--- src/rtl/mtx_pkg.sv ---
package mtx_pkg;

  localparam int NIB_W = 4;
  localparam int GRP_W = 5;

  localparam logic [GRP_W-1:0] C_IDLE  = 5'b11111;
  localparam logic [GRP_W-1:0] C_SSD1  = 5'b11000;
  localparam logic [GRP_W-1:0] C_SSD2  = 5'b10001;
  localparam logic [GRP_W-1:0] C_ESD1  = 5'b01101;
  localparam logic [GRP_W-1:0] C_ESD2  = 5'b00111;
  localparam logic [GRP_W-1:0] C_HALT  = 5'b00100;

  typedef enum logic [1:0] {
    FS_IDLE = 2'd0,
    FS_SSD2 = 2'd1,
    FS_DATA = 2'd2,
    FS_ESD2 = 2'd3
  } frame_st_e;

  // 4B5B data code groups
  function automatic logic [GRP_W-1:0] nib_to_code(input logic [NIB_W-1:0] n);
    logic [GRP_W-1:0] c;
    case (n)
      4'h0: c = 5'b11110;
      4'h1: c = 5'b01001;
      4'h2: c = 5'b10100;
      4'h3: c = 5'b10101;
      4'h4: c = 5'b01010;
      4'h5: c = 5'b01011;
      4'h6: c = 5'b01110;
      4'h7: c = 5'b01111;
      4'h8: c = 5'b10010;
      4'h9: c = 5'b10011;
      4'hA: c = 5'b10110;
      4'hB: c = 5'b10111;
      4'hC: c = 5'b11010;
      4'hD: c = 5'b11011;
      4'hE: c = 5'b11100;
      default: c = 5'b11101;
    endcase
    return c;
  endfunction

  // MLT-3 phase to signed level: 0, +1, 0, -1
  function automatic logic signed [1:0] mlt_level(input logic [1:0] ph);
    logic signed [1:0] l;
    case (ph)
      2'd1:    l = 2'sb01;
      2'd3:    l = 2'sb11;
      default: l = 2'sb00;
    endcase
    return l;
  endfunction

endpackage

--- src/rtl/mtx_cadence.sv ---
module mtx_cadence #(
  parameter int DIV = 5
) (
  input  logic clk,
  input  logic rst_n,
  output logic stb
);
  localparam int CW = (DIV > 1) ? $clog2(DIV) : 1;
  localparam logic [CW-1:0] LAST = CW'(DIV - 1);

  logic [CW-1:0] cnt_q;

  always_ff @(posedge clk or negedge rst_n) begin
    if (!rst_n)             cnt_q <= '0;
    else if (cnt_q == LAST) cnt_q <= '0;
    else                    cnt_q <= cnt_q + 1'b1;
  end

  assign stb = (cnt_q == '0);
endmodule

--- src/rtl/mtx_framer.sv ---
module mtx_framer
  import mtx_pkg::*;
(
  input  logic             clk,
  input  logic             rst_n,
  input  logic             stb,
  input  logic [NIB_W-1:0] txd,
  input  logic             tx_en,
  input  logic             tx_er,
  output logic [GRP_W-1:0] grp,
  output logic             in_frame,
  output logic             data_phase
);
  frame_st_e st_q, st_d;

  always_comb begin
    st_d = st_q;
    grp  = C_IDLE;
    case (st_q)
      FS_IDLE: begin
        if (tx_en) begin
          grp  = C_SSD1;
          st_d = FS_SSD2;
        end
      end
      FS_SSD2: begin
        if (tx_en) begin
          grp  = C_SSD2;
          st_d = FS_DATA;
        end else begin
          grp  = C_ESD1;
          st_d = FS_ESD2;
        end
      end
      FS_DATA: begin
        if (tx_en) begin
          grp  = tx_er ? C_HALT : nib_to_code(txd);
        end else begin
          grp  = C_ESD1;
          st_d = FS_ESD2;
        end
      end
      default: begin
        grp  = C_ESD2;
        st_d = FS_IDLE;
      end
    endcase
  end

  always_ff @(posedge clk or negedge rst_n) begin
    if (!rst_n)   st_q <= FS_IDLE;
    else if (stb) st_q <= st_d;
  end

  assign in_frame   = (st_q != FS_IDLE);
  assign data_phase = (st_q == FS_DATA);
endmodule

--- src/rtl/mtx_scrambler.sv ---
module mtx_scrambler #(
  parameter int GW   = 5,
  parameter int LW   = 11,
  parameter int TAP  = 9,
  parameter logic [LW-1:0] SEED = '1
) (
  input  logic          clk,
  input  logic          rst_n,
  input  logic          stb,
  input  logic [GW-1:0] grp,
  output logic          code_bit,
  output logic          line_bit
);
  function automatic logic key_of(input logic [LW-1:0] s);
    return s[LW-1] ^ s[TAP-1];
  endfunction

  function automatic logic [LW-1:0] lfsr_step(input logic [LW-1:0] s);
    return {s[LW-2:0], key_of(s)};
  endfunction

  logic [GW-1:0] sh_q;
  logic [LW-1:0] lf_q;

  always_ff @(posedge clk or negedge rst_n) begin
    if (!rst_n)   sh_q <= '1;
    else if (stb) sh_q <= grp;
    else          sh_q <= {sh_q[GW-2:0], 1'b0};
  end

  always_ff @(posedge clk or negedge rst_n) begin
    if (!rst_n) lf_q <= SEED;
    else        lf_q <= lfsr_step(lf_q);
  end

  assign code_bit = sh_q[GW-1];
  assign line_bit = code_bit ^ key_of(lf_q);
endmodule

--- src/rtl/mtx_mlt3.sv ---
module mtx_mlt3
  import mtx_pkg::*;
(
  input  logic              clk,
  input  logic              rst_n,
  input  logic              bit_in,
  output logic signed [1:0] lvl
);
  logic [1:0] ph_q;

  always_ff @(posedge clk or negedge rst_n) begin
    if (!rst_n)      ph_q <= 2'd0;
    else if (bit_in) ph_q <= ph_q + 2'd1;
  end

  assign lvl = mlt_level(ph_q);
endmodule

--- src/rtl/mii_tx_encoder.sv ---
module mii_tx_encoder
  import mtx_pkg::*;
#(
  parameter int LFSR_W = 11,
  parameter int LFSR_TAP = 9,
  parameter logic [LFSR_W-1:0] LFSR_SEED = '1
) (
  input  logic              clk,
  input  logic              rst_n,
  input  logic [3:0]        txd,
  input  logic              tx_en,
  input  logic              tx_er,
  output logic              nib_stb,
  output logic signed [1:0] line_lvl
);
  logic [GRP_W-1:0] grp;
  logic             in_frame;
  logic             data_phase;
  logic             code_bit;
  logic             line_bit;

  mtx_cadence #(.DIV(GRP_W)) u_cad (
    .clk   (clk),
    .rst_n (rst_n),
    .stb   (nib_stb)
  );

  mtx_framer u_frm (
    .clk        (clk),
    .rst_n      (rst_n),
    .stb        (nib_stb),
    .txd        (txd),
    .tx_en      (tx_en),
    .tx_er      (tx_er),
    .grp        (grp),
    .in_frame   (in_frame),
    .data_phase (data_phase)
  );

  mtx_scrambler #(
    .GW   (GRP_W),
    .LW   (LFSR_W),
    .TAP  (LFSR_TAP),
    .SEED (LFSR_SEED)
  ) u_scr (
    .clk      (clk),
    .rst_n    (rst_n),
    .stb      (nib_stb),
    .grp      (grp),
    .code_bit (code_bit),
    .line_bit (line_bit)
  );

  mtx_mlt3 u_mlt (
    .clk    (clk),
    .rst_n  (rst_n),
    .bit_in (line_bit),
    .lvl    (line_lvl)
  );
endmodule

--- config.mk ---
export PLATFORM = sky130hd
export DESIGN_NAME = mii_tx_encoder
export DESIGN_NICKNAME = d
export VERILOG_FILES = /design/src/rtl/mtx_pkg.sv /design/src/rtl/mtx_cadence.sv /design/src/rtl/mtx_framer.sv /design/src/rtl/mtx_scrambler.sv /design/src/rtl/mtx_mlt3.sv /design/src/rtl/mii_tx_encoder.sv
export SDC_FILE = /design/constraint.sdc
export NUM_CORES = 1
export LEC_CHECK = 0
export BUFFER_PORTS_ARGS = -buffer_cell sky130_fd_sc_hd__buf_2
export CAP_MARGIN = 20
export CORE_MARGIN = 4
export CORE_UTILIZATION = 45
export CTS_CLUSTER_SIZE = 24
export DETAILED_ROUTE_END_ITERATION = 6
export GPL_TIMING_DRIVEN = 0
export SKIP_CTS_REPAIR_TIMING = 1
export SLEW_MARGIN = 20
export SYNTH_ARGS = -nofsm -noshare
export SYNTH_HDL_FRONTEND = slang
export SYNTH_HIERARCHICAL = 1
export SYNTH_SLANG_ARGS = --single-unit
--- constraint.sdc ---
create_clock -name clk -period 2.4 [get_ports clk]
set_clock_uncertainty 0.1 [all_clocks]
set_input_delay 0.72 -clock clk [delete_from_list [all_inputs] [get_ports clk]]
set_output_delay 0.72 -clock clk [all_outputs]
set_load 0.05 [all_outputs]
==> run metrics, run 1 <==
status=finished clean; slowest stage delay, CP=0.42 ns; CP delay by family, top=flip-flops; total power=0.00111 W; crit path time final=2.19 ns; Max Slew Vio Count=0; FP Rows=17; max cap viols=0; drt total wl=1.58 mm; IO Pins=11; H-tree Lvls=1; worst path cell trace=inv_1 > ha_1 > nor2b_4 > clkbuf_4; Post-Synthesis Mean Instance Area=13.0 um^2; DRC=0; DR pass1 iterations=4; clk root buf=clkbuf_4; Syn Nets=98; core area=0.00223 mm^2; Final Cycle Share=0.910; DR vias/cell=5.14; CP Buf/Inv Count=2; PwrDens=923 mW/mm^2; first-pass GRT wire length=2.73 mm; Setup CP Type=reg -> out; die area=0.00321 mm^2; FMAX=458 MHz; Initial DRC Count=7; gr ovfl total=0; initial antenna violation count=0; final setup violation count=0; worst min-delay path category=in -> async; final hold viol count=0; routed vias=643; nets@finish=114; synth warn=6; CP Capture Type=primary output; Least-Margin Pin Slew=0.480 ns; Worst slew margin=0.680; Filler cells=202; Chip Width=56.7 um; largest net degree at the start of global routing=24; DR WL/cell=12.7 um; leakage power=0.552 nW; mapped cell area=0.00107 mm^2; GRT Total Usage=0.111; Place WS=0.213 ns; Initial Utilization=0.478; Num Clock Sinks=23; die height=56.7 um; Core Util, Final=0.536; via count of the first global-routing pass=617; setup TNS=0 ns; TritonCTS Buffers=3; Req. time, crit path=1.58 ns; # diodes=0; Worst path slowest cell=dfrtp_1; arrival time worst endpoint=1.37 ns; Worst-Skew Late Latency=0.30 ns; detailed placement HPWL=1.15 mm; area delta synth->final=12.2%; RSZ-0062 raised after global routing=false; maximum vdd drop=601 uV; critical-path maximum fanout=4; CTS tree=yes; clk buf depth=2; ANT nets after route=0; port buffer count=10; Synth Instances=82; Final WS setup=0.215 ns; Setup crit start kind=flip-flop; share of layout cells above drive strength 1=0.443; Reg clk slew, reported paths=0.12 ns; Final GP Congestion=0.685
==> flip-flops by register name (all words and copies together), names as in the netlist <==
| register | cells |
|---|---|
| u_scr/sh_q | 5 |
| u_cad/cnt_q | 3 |
| u_frm/st_q | 2 |
| u_mlt/ph_q | 2 |
| u_scr/lf_q | 11 |
==> per-stage QoR <==
step,instances,hold slack (ns),instance area [um^2]
detailed placement,120,0.247,1150
global route,125,0.258,1200
global placement,120,0.246,1150
CTS,124,0.248,1180
finish,125,0.251,1200
floorplan,82,0.245,1070
==> per-layer routing <==
metal	global-route usage	wire length [um]	vias to the layer above
li1	-	-	311
met1	0.160	826	323
met2	0.157	690	7
met3	0.0437	57	2
met4	0.0203	9	0
met5	0	0	-
==> power by group <==
group	internal, W	total [W]	switching, W
logic	0.000183	0.000446	0.000263
clock network	0.0000621	0.000170	0.000107
registers	0.000450	0.000490	0.0000397
total	0.000696	0.00111	0.000410
==> cells in the final DEF (no fill, tap or decap), types with 2 or more instances in the layout <==
cell type  instances
dfstp_2           16
clkbuf_4           4
nand3b_1           2
ha_1               8
dfrtp_1            7
mux2_4             3
nor2b_1            3
o21ai_0            4
nor2_1             6
a21oi_1            5
buf_2              9
mux2_2             4
xor2_1             2
inv_1              6
==> area by class of cell <==
class	instances	area (um^2)	share of cell area
repair buffers	11	60.1	0.0502
flip-flops and latches	23	596	0.497
well taps	28	35.0	0.0293
clock inverters	1	5.00	0.00418
multi-input cells	53	457	0.381
clock buffers	3	22.5	0.0188
inverters	6	22.5	0.0188
==> path summary, 6_finish.rpt <==
check,from,to,slack (ns),depth (start not counted)
max in group asynchronous,rst_n,u_scr/lf_q[3]$_DFF_PN1_,1.59,1
max,u_cad/cnt_q[0]$_DFF_PN0_,nib_stb,0.21,4
min in group clk,u_scr/lf_q[5]$_DFF_PN1_,u_scr/lf_q[6]$_DFF_PN1_,0.26,0
min,rst_n,u_frm/st_q[1]$_DFFE_PN0P_,0.25,1
max reg2reg,u_frm/st_q[1]$_DFFE_PN0P_,u_scr/sh_q[4]$_DFF_PN1_,0.75,6
min reg2reg,u_scr/lf_q[5]$_DFF_PN1_,u_scr/lf_q[6]$_DFF_PN1_,0.26,0
==> worst reg2reg max path: cells and delay by family, from the launching register on <==
family	cells	cell delay [ns]
multiplexers	1	0.26
AO/OA/AOI/OAI	3	0.50
flip-flops	1	0.42
adder cells (fa/ha/maj)	1	0.23
buffers and inverters	1	0.08
(Power assumes the default switching activity.)
==> inputs of run 2 (changes only) <==
Settings changed: CELL_PAD_IN_SITES_DETAIL_PLACEMENT set to 0, CELL_PAD_IN_SITES_GLOBAL_PLACEMENT set to 1, CORE_UTILIZATION 45 to 46, PLACE_DENSITY_LB_ADDON set to 0.1.
==> run metrics, run 2 (synthesis results as in run 1) <==
DR pass1 iterations=4; global-route track usage on met3=0.0510; PwrDens=922 mW/mm^2; drt total wl=1.59 mm; IO Pins=11; crit path time final=2.21 ns; sequential cell area=596 um^2; first-pass GRT wire length=2.88 mm; Filler cells=205; die area=0.00316 mm^2; total power=0.00110 W; M2 GR Usage=0.159; Max Slew Vio Count=0; CP Buf/Inv Count=2; global-route layer with the greatest usage=met1; max cap viols=0; ANT nets after route=0; nets@finish=114; share of layout cells above drive strength 1=0.433; CTS tree=yes; RSZ-0062 raised after global routing=false; DRC=0; Final Cycle Share=0.919; worst path cell trace=inv_1 > ha_1 > nor2b_4 > clkbuf_4; detailed placement HPWL=1.18 mm; Regs by FF count=u_scr/lf_q x11, u_scr/sh_q x5, u_cad/cnt_q x3; max reg flops=11; FMAX=453 MHz; leakage power=0.549 nW; Reg clk slew, reported paths=0.12 ns; most common cell after layout, fill and taps aside=dfstp_2; die height=56.2 um; maximum vdd drop=574 uV; worst min-delay path category=in -> async; Least-Margin Pin Slew=0.464 ns; Worst slew margin=0.691; routed vias=624; dpl cells=120; Setup CP Type=reg -> out; commonest cells after routing, fill and taps aside=dfstp_2, buf_2, ha_1, dfrtp_1; Chip Width=56.2 um; status=finished clean; Worst-Skew Late Latency=0.31 ns; Num Clock Sinks=23; Final GP Congestion=0.735; GRT Total Usage=0.119; area delta synth->final=12.1%; # diodes=0; initial antenna violation count=0; met1 Resource Use GR=0.171; setup TNS=0 ns; TritonCTS Buffers=3; largest net degree at the start of global routing=24; worst hold margin=0.242 ns; port buffer count=10; CP Capture Type=primary output; clk root buf=clkbuf_4; Core Util, Final=0.541; via count of the first global-routing pass=612; DR vias/cell=4.99; DR WL/cell=12.7 um; critical-path maximum fanout=4; Req. time, crit path=1.58 ns; Initial DRC Count=10; Initial Utilization=0.482; H-tree Lvls=1; Worst path slowest cell=dfrtp_1; CP delay by family, top=flip-flops; arrival time worst endpoint=1.39 ns; area of the multi-input gates=457 um^2; FP Rows=17; final setup violation count=0; fin cells=125; Setup crit start kind=flip-flop; register bank with the most flops=u_scr/lf_q; final hold viol count=0; core area=0.00221 mm^2; slowest stage delay, CP=0.42 ns; clk buf depth=2; gr ovfl total=0
==> run 2: where the power goes <==
group | switching, W | total (W) | leakage (nW) | internal, W
sequential | 0.0000402 | 0.000491 | 0.249 | 0.000450
combinational | 0.000256 | 0.000439 | 0.286 | 0.000184
clock | 0.000108 | 0.000173 | 0.0150 | 0.0000649
==> run 2: routing by layer <==
metal,part of all wire,vias to the layer above
met3,0.051,5
met1,0.51,301
met5,0,-
met2,0.43,10
li1,-,308
met4,0.013,0
==> run 2: path summary, 6_finish.rpt <==
| path | slack [ns] | cells after the start | to | start |
|---|---|---|---|---|
| min in group clk | 0.25 | 0 | u_scr/lf_q[10]$_DFF_PN1_ | u_scr/lf_q[9]$_DFF_PN1_ |
| max in group asynchronous | 1.60 | 1 | u_scr/lf_q[0]$_DFF_PN1_ | rst_n |
| max | 0.19 | 4 | nib_stb | u_cad/cnt_q[0]$_DFF_PN0_ |
| max reg2reg | 0.78 | 6 | u_scr/sh_q[4]$_DFF_PN1_ | u_frm/st_q[0]$_DFFE_PN0P_ |
| min reg2reg | 0.25 | 0 | u_scr/lf_q[10]$_DFF_PN1_ | u_scr/lf_q[9]$_DFF_PN1_ |
| min | 0.24 | 1 | u_frm/st_q[1]$_DFFE_PN0P_ | rst_n |
==> run 2: cell type report <==
cell class,count,area share
Sequential cell,23,0.498
Clock buffer,4,0.0220
Tap cell,28,0.0293
Multi-Input combinational cell,53,0.382
Inverter,6,0.0188
Timing Repair Buffer,11,0.0502
==> run 2: metrics by stage <==
step / setup WS (ns) / cell area (um^2)
after floorplan: 0.277 / 1070
after global placement: 0.211 / 1150
after detailed placement: 0.203 / 1150
after CTS: -0.160 / 1180
after global routing: 0.0860 / 1200
final: 0.194 / 1200
==> inputs of run 3 (changes only) <==
Settings changed: CORE_UTILIZATION 46 to 45, SYNTH_HIERARCHICAL 1 to not set.
==> run metrics, run 3 <==
Setup CP Type=reg -> out; first-pass GRT wire length=3.00 mm; Syn Nets=98; ys async rst share=1.00; FP Rows=17; gr ovfl total=0; cell taking the most area after synthesis=dfstp_2; area delta synth->final=11.8%; Flop pwr share=0.473; DR pass1 iterations=2; CP Capture Type=primary output; RSZ-0062 raised after global routing=false; maximum vdd drop=526 uV; Reg clk slew, reported paths=0.13 ns; DR vias/cell=5.08; Comb pwr share=0.356; arrival time worst endpoint=1.43 ns; Num Clock Sinks=23; nets@finish=113; most common cell after layout, fill and taps aside=dfstp_2; Setup crit start kind=flip-flop; final hold viol count=0; PwrDens=899 mW/mm^2; power share of the clock group=0.171; clk root buf=clkbuf_4; die area=0.00311 mm^2; switching part of the total=0.371; worst flop-to-flop path endpoint=u_frm.st_q[0]$_DFFE_PN0P_; Post-Synthesis Mean Instance Area=12.5 um^2; Regs by FF count=u_scr.lf_q x11, u_scr.sh_q x5, u_cad.cnt_q x3; commonest cells after routing, fill and taps aside=dfstp_2, inv_1, buf_2, ha_1, dfrtp_1; Least-Margin Pin Slew=0.476 ns; CP Capture Point=line_lvl[0]; NetSw=0.000383 W; Max Slew Vio Count=0; die height=55.8 um; fin cells=124; CTS tree=yes; Chip Width=55.8 um; TritonCTS Buffers=3; Final Cycle Share=0.937; Initial DRC Count=5; leakage power=0.531 nW; largest net degree at the start of global routing=24; synth warn=0; crit path time final=2.25 ns; via count of the first global-routing pass=645; most common library cells after synthesis=dfstp_2, inv_1, ha_1; Final GP Congestion=0.714; Req. time, crit path=1.58 ns; Worst-Skew Late Latency=0.31 ns; Netlist cell types=31; Worst slew margin=0.682; DRC=0; detailed placement HPWL=1.22 mm; core area=0.00219 mm^2; max cap viols=0; worst min-delay path category=in -> async; status=finished clean; share of layout cells above drive strength 1=0.365; IO Pins=11; post-synth top area share=0.409; Core Util, Final=0.525; dpl cells=120; # diodes=0; mapped cell area=0.00103 mm^2; clk buf depth=2; critical-path maximum fanout=3; CP Launch Point=u_mlt.ph_q[0]$_DFFE_PN0P_; ANT nets after route=0; GRT Total Usage=0.125; routed vias=630; Pint=0.000651 W; port buffer count=10; Synth Instances=82; most numerous cell in the Yosys netlist=dfstp_2; worst r2r path cells=5; ys flop type=dfstp_2; Place WS=0.366 ns; sequential fraction of the synthesis area=0.579; Yosys reg bits=23; final setup violation count=0; FMAX=445 MHz; FF-to-FF setup slack=0.71 ns; register bank with the most flops=u_scr.lf_q; worst hold margin=0.242 ns; Final WS setup=0.150 ns; drt total wl=1.63 mm; DR WL/cell=13.2 um; synth top area cells=dfstp_2, dfrtp_1, ha_1, inv_1, mux2_1; Initial Utilization=0.469; Filler cells=186; max reg flops=11; H-tree Lvls=1; initial antenna violation count=0; origin of the critical flop-to-flop path=u_frm.st_q[0]$_DFFE_PN0P_; Post-synth EDFFs=0
==> run 3: final cells by class <==
| type | count | area, um^2 | share of cell area |
|---|---|---|---|
| Inverter | 9 | 33.8 | 0.0294 |
| Clock inverter | 1 | 5.00 | 0.00435 |
| Clock buffer | 3 | 22.5 | 0.0196 |
| Sequential cell | 23 | 596 | 0.518 |
| Multi-Input combinational cell | 50 | 402 | 0.349 |
| Tap cell | 28 | 35.0 | 0.0305 |
| Timing Repair Buffer | 10 | 56.3 | 0.0490 |
==> run 3: through the flow <==
step | setup TNS, ns | power (W) | area, um^2
floorplan | 0 | 0.000779 | 1030
global placement | 0 | 0.000857 | 1110
detailed placement | 0 | 0.000866 | 1110
CTS | -0.00489 | 0.00105 | 1140
global route | 0 | 0.00112 | 1150
finish | 0 | 0.00103 | 1150
==> run 3: critical path: stages, from the launching register on <==
cell	delay, ns
dfrtp_1	0.43
ha_1	0.20
or2_2	0.28
buf_2	0.21
==> run 3: power groups by stage <==
| stage | Sequential, W | Combinational (W) | Clock [W] |
|---|---|---|---|
| after floorplan | 0.000487 | 0.000292 | 0 |
| after global placement | 0.000494 | 0.000363 | 0 |
| after detailed placement | 0.000497 | 0.000369 | 0 |
| after CTS | 0.000489 | 0.000371 | 0.000191 |
| after global routing | 0.000497 | 0.000418 | 0.000208 |
| final | 0.000489 | 0.000368 | 0.000177 |
==> run 3: logic make-up (layout without fill, tap and decap cells) <==
| group | count (synthesis) | after routing | share of synthesized area |
|---|---|---|---|
| simple gates | 20 | 20 | 0.113 |
| fa+ha+maj | 8 | 8 | 0.0973 |
| mux | 4 | 4 | 0.0426 |
| compound gates | 15 | 15 | 0.110 |
| flops | 23 | 23 | 0.579 |
| xor+xnor | 3 | 3 | 0.0256 |
| buf+inv | 9 | 23 | 0.0328 |
==> run 3: worst min path at each step <==
| stage | startpoint | to | slack [ns] |
|---|---|---|---|
| final | rst_n | u_mlt.ph_q[0]$_DFFE_PN0P_ | 0.24 |
| after global routing | rst_n | u_cad.cnt_q[1]$_DFF_PN0_ | 0.26 |
| after CTS | rst_n | u_frm.st_q[1]$_DFFE_PN0P_ | 0.25 |
| after detailed placement | u_scr.lf_q[2]$_DFF_PN1_ | u_scr.lf_q[3]$_DFF_PN1_ | 0.25 |
| after global placement | u_scr.lf_q[6]$_DFF_PN1_ | u_scr.lf_q[7]$_DFF_PN1_ | 0.25 |
| after floorplan | u_scr.lf_q[9]$_DFF_PN1_ | u_scr.lf_q[10]$_DFF_PN1_ | 0.25 |
==> run 3: layer usage <==
layer / up-vias / wire length (um) / share of wire / global-route usage
li1: 309 / - / - / -
met1: 311 / 778 / 0.48 / 0.163
met2: 6 / 782 / 0.48 / 0.189
met3: 4 / 46 / 0.028 / 0.0325
met4: 0 / 27 / 0.017 / 0.0625
met5: - / 0 / 0 / 0
